File: config.mk
export PLATFORM = sky130hd
export DESIGN_NAME = irqc_top
export DESIGN_NICKNAME = d
export VERILOG_FILES = /design/src/rtl/irqc_pkg.sv /design/src/rtl/irqc_src_latch.sv /design/src/rtl/irqc_en_bank.sv /design/src/rtl/irqc_bus_if.sv /design/src/rtl/irqc_top.sv
export SDC_FILE = /design/constraint.sdc
export NUM_CORES = 1
export LEC_CHECK = 0
export BUFFER_PORTS_ARGS = -buffer_cell sky130_fd_sc_hd__buf_2
export CAP_MARGIN = 20
export CORE_ASPECT_RATIO = 0.75
export CORE_MARGIN = 4
export CORE_UTILIZATION = 54
export DETAILED_ROUTE_END_ITERATION = 8
export GPL_TIMING_DRIVEN = 0
export PLACE_DENSITY = 0.79
export SYNTH_ARGS = -nofsm -noshare
export SYNTH_HDL_FRONTEND = slang
export SYNTH_SLANG_ARGS = --single-unit
File: constraint.sdc
create_clock -name clk -period 1.65 [get_ports clk]
set_clock_uncertainty 0.1 [all_clocks]
set_input_delay 0.2475 -clock clk [delete_from_list [all_inputs] [get_ports clk]]
set_output_delay 0.2475 -clock clk [all_outputs]
set_load 0.01 [all_outputs]
File: src/rtl/irqc_pkg.sv
package irqc_pkg;

    localparam int BUS_W  = 32;
    localparam int ADDR_W = 3;

    typedef enum logic [ADDR_W-1:0] {
        REG_RAW      = 3'd0,
        REG_ENABLE   = 3'd1,
        REG_EN_SET   = 3'd2,
        REG_EN_CLR   = 3'd3,
        REG_PEND     = 3'd4,
        REG_PEND_CLR = 3'd5
    } reg_addr_e;

    typedef enum logic {
        LAT_IDLE = 1'b0,
        LAT_PEND = 1'b1
    } lat_state_e;

    typedef enum logic {
        BUS_IDLE = 1'b0,
        BUS_RESP = 1'b1
    } bus_state_e;

endpackage

File: src/rtl/irqc_src_latch.sv
module irqc_src_latch
    import irqc_pkg::*;
(
    input  logic clk,
    input  logic rst_n,
    input  logic raw_bit,
    input  logic en_bit,
    input  logic ack_bit,
    output logic pend_bit
);

    lat_state_e state_q;
    lat_state_e state_d;

    // next-state: acknowledge has priority over capture in the same cycle
    always_comb begin
        state_d = state_q;
        unique case (state_q)
            LAT_IDLE: begin
                if (!ack_bit && raw_bit && en_bit) begin
                    state_d = LAT_PEND;   // capture
                end
            end
            LAT_PEND: begin
                if (ack_bit) begin
                    state_d = LAT_IDLE;   // acknowledge
                end
            end
            default: state_d = LAT_IDLE;
        endcase
    end

    always_ff @(posedge clk or negedge rst_n) begin
        if (!rst_n) begin
            state_q <= LAT_IDLE;
        end else begin
            state_q <= state_d;
        end
    end

    always_comb begin
        pend_bit = (state_q == LAT_PEND);
    end

endmodule

File: src/rtl/irqc_en_bank.sv
module irqc_en_bank #(
    parameter int NUM_SRC = 32
) (
    input  logic               clk,
    input  logic               rst_n,
    input  logic [NUM_SRC-1:0] set_mask,
    input  logic [NUM_SRC-1:0] clr_mask,
    output logic [NUM_SRC-1:0] en_vec
);

    logic [NUM_SRC-1:0] en_q;

    always_ff @(posedge clk or negedge rst_n) begin
        if (!rst_n) begin
            en_q <= '0;
        end else begin
            en_q <= (en_q | set_mask) & ~clr_mask;
        end
    end

    assign en_vec = en_q;

endmodule

File: src/rtl/irqc_bus_if.sv
module irqc_bus_if
    import irqc_pkg::*;
#(
    parameter int NUM_SRC = 32
) (
    input  logic               clk,
    input  logic               rst_n,
    input  logic               bus_sel,
    input  logic               bus_wr,
    input  logic [ADDR_W-1:0]  bus_addr,
    input  logic [BUS_W-1:0]   bus_wdata,
    input  logic [NUM_SRC-1:0] raw_vec,
    input  logic [NUM_SRC-1:0] en_vec,
    input  logic [NUM_SRC-1:0] pend_vec,
    output logic [NUM_SRC-1:0] en_set,
    output logic [NUM_SRC-1:0] en_clr,
    output logic [NUM_SRC-1:0] pend_ack,
    output logic [BUS_W-1:0]   bus_rdata,
    output logic               bus_rvalid
);

    bus_state_e         state_q;
    bus_state_e         state_d;
    logic               rd_req;
    logic               wr_req;
    logic [BUS_W-1:0]   rd_mux;
    logic [BUS_W-1:0]   rdata_q;

    assign rd_req = bus_sel && !bus_wr;
    assign wr_req = bus_sel &&  bus_wr;

    // write decode into per-source strobes
    always_comb begin
        en_set   = '0;
        en_clr   = '0;
        pend_ack = '0;
        if (wr_req) begin
            unique case (bus_addr)
                REG_EN_SET:   en_set   = bus_wdata[NUM_SRC-1:0];
                REG_EN_CLR:   en_clr   = bus_wdata[NUM_SRC-1:0];
                REG_PEND_CLR: pend_ack = bus_wdata[NUM_SRC-1:0];
                default: ;
            endcase
        end
    end

    // read select, zero-extended to bus width
    always_comb begin
        rd_mux = '0;
        unique case (bus_addr)
            REG_RAW:    rd_mux[NUM_SRC-1:0] = raw_vec;
            REG_ENABLE: rd_mux[NUM_SRC-1:0] = en_vec;
            REG_PEND:   rd_mux[NUM_SRC-1:0] = pend_vec;
            default:    rd_mux = '0;
        endcase
    end

    // read-issue / read-done transitions
    always_comb begin
        state_d = state_q;
        unique case (state_q)
            BUS_IDLE: state_d = rd_req ? BUS_RESP : BUS_IDLE;
            BUS_RESP: state_d = rd_req ? BUS_RESP : BUS_IDLE;
            default:  state_d = BUS_IDLE;
        endcase
    end

    always_ff @(posedge clk or negedge rst_n) begin
        if (!rst_n) begin
            state_q <= BUS_IDLE;
        end else begin
            state_q <= state_d;
        end
    end

    always_ff @(posedge clk or negedge rst_n) begin
        if (!rst_n) begin
            rdata_q <= '0;
        end else if (rd_req) begin
            rdata_q <= rd_mux;
        end
    end

    always_comb begin
        bus_rvalid = (state_q == BUS_RESP);
        bus_rdata  = rdata_q;
    end

endmodule

File: src/rtl/irqc_top.sv
module irqc_top
    import irqc_pkg::*;
#(
    parameter int NUM_SRC = 32
) (
    input  logic               clk,
    input  logic               rst_n,
    input  logic [NUM_SRC-1:0] src_req,
    input  logic               bus_sel,
    input  logic               bus_wr,
    input  logic [2:0]         bus_addr,
    input  logic [31:0]        bus_wdata,
    output logic [31:0]        bus_rdata,
    output logic               bus_rvalid,
    output logic               irq
);

    logic [NUM_SRC-1:0] raw_q;
    logic [NUM_SRC-1:0] en_vec;
    logic [NUM_SRC-1:0] pend_vec;
    logic [NUM_SRC-1:0] en_set;
    logic [NUM_SRC-1:0] en_clr;
    logic [NUM_SRC-1:0] pend_ack;
    logic               irq_q;

    always_ff @(posedge clk or negedge rst_n) begin
        if (!rst_n) begin
            raw_q <= '0;
        end else begin
            raw_q <= src_req;
        end
    end

    irqc_en_bank #(
        .NUM_SRC (NUM_SRC)
    ) u_en_bank (
        .clk      (clk),
        .rst_n    (rst_n),
        .set_mask (en_set),
        .clr_mask (en_clr),
        .en_vec   (en_vec)
    );

    for (genvar g = 0; g < NUM_SRC; g++) begin : g_src
        irqc_src_latch u_latch (
            .clk      (clk),
            .rst_n    (rst_n),
            .raw_bit  (raw_q[g]),
            .en_bit   (en_vec[g]),
            .ack_bit  (pend_ack[g]),
            .pend_bit (pend_vec[g])
        );
    end

    irqc_bus_if #(
        .NUM_SRC (NUM_SRC)
    ) u_bus_if (
        .clk        (clk),
        .rst_n      (rst_n),
        .bus_sel    (bus_sel),
        .bus_wr     (bus_wr),
        .bus_addr   (bus_addr),
        .bus_wdata  (bus_wdata),
        .raw_vec    (raw_q),
        .en_vec     (en_vec),
        .pend_vec   (pend_vec),
        .en_set     (en_set),
        .en_clr     (en_clr),
        .pend_ack   (pend_ack),
        .bus_rdata  (bus_rdata),
        .bus_rvalid (bus_rvalid)
    );

    always_ff @(posedge clk or negedge rst_n) begin
        if (!rst_n) begin
            irq_q <= 1'b0;
        end else begin
            irq_q <= |pend_vec;
        end
    end

    assign irq = irq_q;

endmodule

## After elaboration in Yosys (flattened, before gate mapping)

Cells that the tools add are included.

- Eq/ne operators: 5
- Mux-type cells: 104
- Reduce and logical (&&, ||, !) cells: 101
- Bitwise gates (word level): 35

Operators by type and width:

| kind | count |
|---|---|
| 32-bit 2-to-1 mux | 6 |
| 32-bit case mux with 3 select lines | 1 |
| 1-bit logical AND | 66 |
| 1-bit 2-to-1 mux | 65 |
| 1-bit case mux with 2 select lines | 32 |
| 1-bit logical NOT | 33 |
| 32-bit AND | 1 |
| 1-bit inverter | 32 |
| 32-bit inverter | 1 |
| 32-bit bitwise OR | 1 |
| 32-bit OR reduction | 1 |
| 3-bit by 2-bit == test with 1-bit output (second input constant) | 2 |
| 3-bit == test (second input constant) | 2 |
| 3-bit by 1-bit == test with 1-bit output (second input constant) | 1 |
| 3-bit logical NOT | 1 |

- Word-level logic and storage cells: 282
- Register bits after elaboration: 130
- Input bits: 71
- Output and inout bits: 34

## Logic depth before layout (Yosys ltp)

- Depth in word-level cells: 8
- Depth in mapped cells: 6

## By module

From an unflattened synthesis, not the netlist that was laid out.

- Cell total of the unflattened synthesis: 502
- Area total of the unflattened synthesis: 5677.9 µm²

Modules (own cells, without submodules):

| module | times used | cells an instance | area an instance (µm²) |
|---|---|---|---|
| irqc_bus_if | 1 | 298 | 2575.0 |
| irqc_en_bank | 1 | 64 | 1121.1 |
| irqc_src_latch | 32 | 3 | 33.8 |
| irqc_top | 1 | 44 | 900.9 |

## Worst setup path after synthesis

No wires, ideal clock.

- Path kind: input to register
- From: input port bus_addr[2]
- To: register u_bus_if.rdata_q[0], in the netlist u_bus_if.bus_rdata[0]
- Data required time: 1.429 ns
- Buffers on the path: 2
- Stages: 5
- Arrival time: 1.110 ns
- Setup time: 0.121 ns
- Setup slack: 0.319 ns
- Cells stage by stage: buf_4 > buf_2 > mux2i_1 > o2bb2ai_1 > a22o_1

- Cells in the longest elaborated chain, start to end: 2

Ends and longest elaborated chain:

| element | RTL line | RTL |
|---|---|---|
| start: declaration | irqc_top.sv:11 | `input logic [2:0] bus_addr,` |
| 3-bit == test (tied with other cells) | irqc_bus_if.sv:50 | `unique case (bus_addr)` |
| 32-bit case mux with 3 select lines * | irqc_bus_if.sv:50 |  |
| end signal: assignment | irqc_bus_if.sv:80 | `rdata_q <= rd_mux;` |
| end: declaration | irqc_bus_if.sv:27 | `logic [BUS_W-1:0] rdata_q;` |

Mark *: on every way between the ends. The rest lies on a longest branch, timed or not.
A chain may end at the register's enable or synchronous reset.

## Final worst setup path

- From: register g_src[0].u_latch.state_q
- To: register irq_q, in the netlist irq

- Cells in the longest elaborated chain, start to end: 1

Ends and longest elaborated chain:

| element | RTL line | RTL |
|---|---|---|
| start: declaration | irqc_src_latch.sv:12 | `lat_state_e state_q;` |
| start signal: assignment | irqc_src_latch.sv:37 | `state_q <= state_d;` |
| 32-bit OR reduction | irqc_top.sv:78 | `irq_q <= \|pend_vec;` |
| end signal: assignment | irqc_top.sv:78 |  |
| end: declaration | irqc_top.sv:24 | `logic irq_q;` |

No other way between the ends.

==> reports/results.txt <==
status: finished, final reports clean
detailed placement HPWL: 9090 um
Synth Flop Type: dfrtp_1
Die W: 121 um
pin count of the biggest net entering global routing: 77
leading area contributor after synthesis: dfrtp_1
worst endpoint required time: 1.84 ns
# diodes: 0
area grow syn2layout: 38.6%
vias per cell: 5.93
PwrDens: 1260 mW/mm^2
initial antenna violation count: 0
Int Pwr: 6.81 mW
RSZ-0062 raised after global routing: false
Tcrit/Tclk final: 96.8%
Worst-path clk slew: 0.05 ns
Seq/Total Area, Yosys: 63.0%
Routed wire per std cell: 19.5 um
Fin Setup TNS: 0 ns
Core ar.: 0.00920 mm^2
CP Capture Type: flop
flop2flop setup slack: 0.05 ns
mean area per synthesized cell: 12.6 um^2
Iter 0 DRT Violations: 443
Nets: 668
CTS Buf Count: 17
Final ANT Viol Nets: 0
DRT Pass-1 Iters: 5
die height: 92.7 um
r2r endpoint: irq
CTS Buffer Depth: 2
CP startpoint: g_src[0].u_latch.pend_bit
IO Port Bufs: 103
Total GRT Usage: 26.5%
Synth top area share: 63.0%
vias in the first global route: 4,504
CTS sink count: 130
total gr overflow: 0
combinational share of power: 12.1%
clock share of power: 44.8%
syn_nets: 480
Final Routed Wirelength: 14,300 um
Sequential Power Share: 43.1%
I/O pin cnt: 105
Mapped Cells: 409
Arr. time, crit path: 1.79 ns
Hold Crit Class: input pin to flop
pre-CTS setup slack: 0.0714 ns
Max IR drop VDD: 0.827 mV
final setup fails: 0
starting density of the core: 56.1%
WS Path Type: flop to flop
LEAKAGE: 3.28 nW
Via Count: 4,373
number of synthesized flops with an enable pin: 0
Synth top cells by count: 130 x dfrtp_1, 91 x a21oi_1, 37 x mux2i_1
YS warnings: 0
most numerous cell in the Yosys netlist: dfrtp_1
post-layout worst setup margin: 0.0527 ns
max-slew violations: 0
GP Congestion: 0.813
CTS HTree Levels: 4
FP Rows: 30
Max Cap Viol: 0
hold path startpoint: bus_addr[1]
fmax: 626 MHz
switching share of power: 24.1%
Clock Tree Root: clkbuf_16
Placement Cell Area: 0.00587 mm^2
Synth area leaders: dfrtp_1 63%, a21oi_1 8.8%, mux2i_1 7.2%
number of synthesized register bits: 130
Hold Vio Cnt, Final: 0
Cell variety after synth: 21
Hold EP: u_bus_if.bus_rdata[21]
Psw: 2.17 mW
fin area: 0.00716 mm^2
Reg2Reg Depth: 3
critical path fanouts, max: 3
hold path depth: 3
RR Startpoint: g_src[0].u_latch.pend_bit
number of gates resized after CTS: 0
Final Util: 77.8%
worst-margin pin slew: 0.630 ns
clock latency at the later pin of the worst-skew pair: 0.41 ns
first-pass GRT wire length: 22,500 um
CTS tree: built
fin crit period: 1.60 ns
Async SR Flop Fraction: 100%
Mapped Area: 0.00516 mm^2
die area: 0.0112 mm^2
Post-route DRC: 0
share of post-route cells with drive strength above 1: 26.1%
Worst slew margin: 58.0%
CP Launch Type: flop
-- cell type report --
class / count / area, um^2
clock inverter: 10 / 183
inverter: 6 / 22.5
tap: 128 / 160
fill: 564 / 2040
multi-input combinational: 241 / 1700
buffer: 32 / 193
sequential: 130 / 3250
timing repair buffer: 169 / 1200
clock buffer: 21 / 450
-- flip-flops by register name, indices dropped and copies added (netlist names) --
signal                  cells
u_bus_if.bus_rdata         32
raw_q                      32
u_en_bank.en_vec           32
g_src.u_latch.pend_bit     32
u_bus_if.bus_rvalid         1
irq                         1
-- per-stage QoR --
stage | instances | hold WS, ns | total power, mW
2_1_floorplan | 409 | -0.148 | 4.39
3_3_place_gp | 640 | 0.255 | 4.77
3_5_place_dp | 641 | 0.137 | 4.85
4_1_cts | 737 | 0.148 | 8.99
5_1_grt | 737 | 0.157 | 9.31
6_report | 737 | 0.159 | 8.98
-- power groups by stage --
| stage | Sequential [mW] | Combinational (mW) | Clock (mW) |
|---|---|---|---|
| 2_1_floorplan | 3.87 | 0.522 | 0 |
| 3_3_place_gp | 3.88 | 0.895 | 0 |
| 3_5_place_dp | 3.90 | 0.951 | 0 |
| 4_1_cts | 3.86 | 1.08 | 4.06 |
| 5_1_grt | 3.91 | 1.20 | 4.20 |
| 6_report | 3.87 | 1.09 | 4.03 |
-- metal layers --
metal	share of wire (%)	GRT usage, %	vias to the layer above	wire (um)
li1	-	-	1939	-
met1	40	33.7	2166	5760
met2	50	43.4	236	7140
met3	8.2	7.26	32	1180
met4	1.9	10.2	0	266
met5	0	0	-	0
-- cell families after synthesis --
kind of cell    Yosys count  synth area share (%)
buf+inv                  38                  4.17
flops                   130                  63.0
simple gates             21                  2.33
mux                      37                  7.17
compound gates          183                  23.3
-- cells in the final DEF (no fill, tap or decap) --
cell,netlist,final
dfrtp_1,130,130
buf_2,16,118
a21oi_1,91,91
dlygate4sd3_1,0,65
mux2i_1,37,37
o2bb2ai_1,32,32
a22o_1,32,32
a31oi_1,27,27
clkbuf_16,0,17
clkbuf_1,6,9
nor4_1,8,8
inv_1,6,6
buf_6,5,6
nand2_1,5,5
bufinv_16,0,5
buf_4,4,4
nand4_1,3,3
clkinvlp_4,0,3
clkinv_2,0,2
and4b_1,1,1
nor2_1,1,1
or2_2,1,1
nand2b_1,1,1
buf_1,1,1
a211oi_4,1,1
nor2b_1,1,1
clkbuf_8,0,1
buf_16,0,1
-- critical path: stages (launching register included) --
cell	delay [ns]
dfrtp_1	0.40
nor4_1	0.50
nand4_1	0.17
or2_2	0.31
-- worst max path at each step --
stage	endpoint	slack, ns	cells after the start
floorplan	u_bus_if.bus_rdata[0]	0.32	5
global placement	raw_q[16]	-1.35	1
detailed placement	u_bus_if.bus_rdata[31]	0.07	6
CTS	irq	0.07	3
global route	irq	0.03	3
finish	irq	0.05	3
-- what timing repair did --
action	in CTS	in global routing
hold buffers	65	0
endpoints found under the hold margin	146	0
setup buffers	0	0
Power figures use the tool's default switching activity.
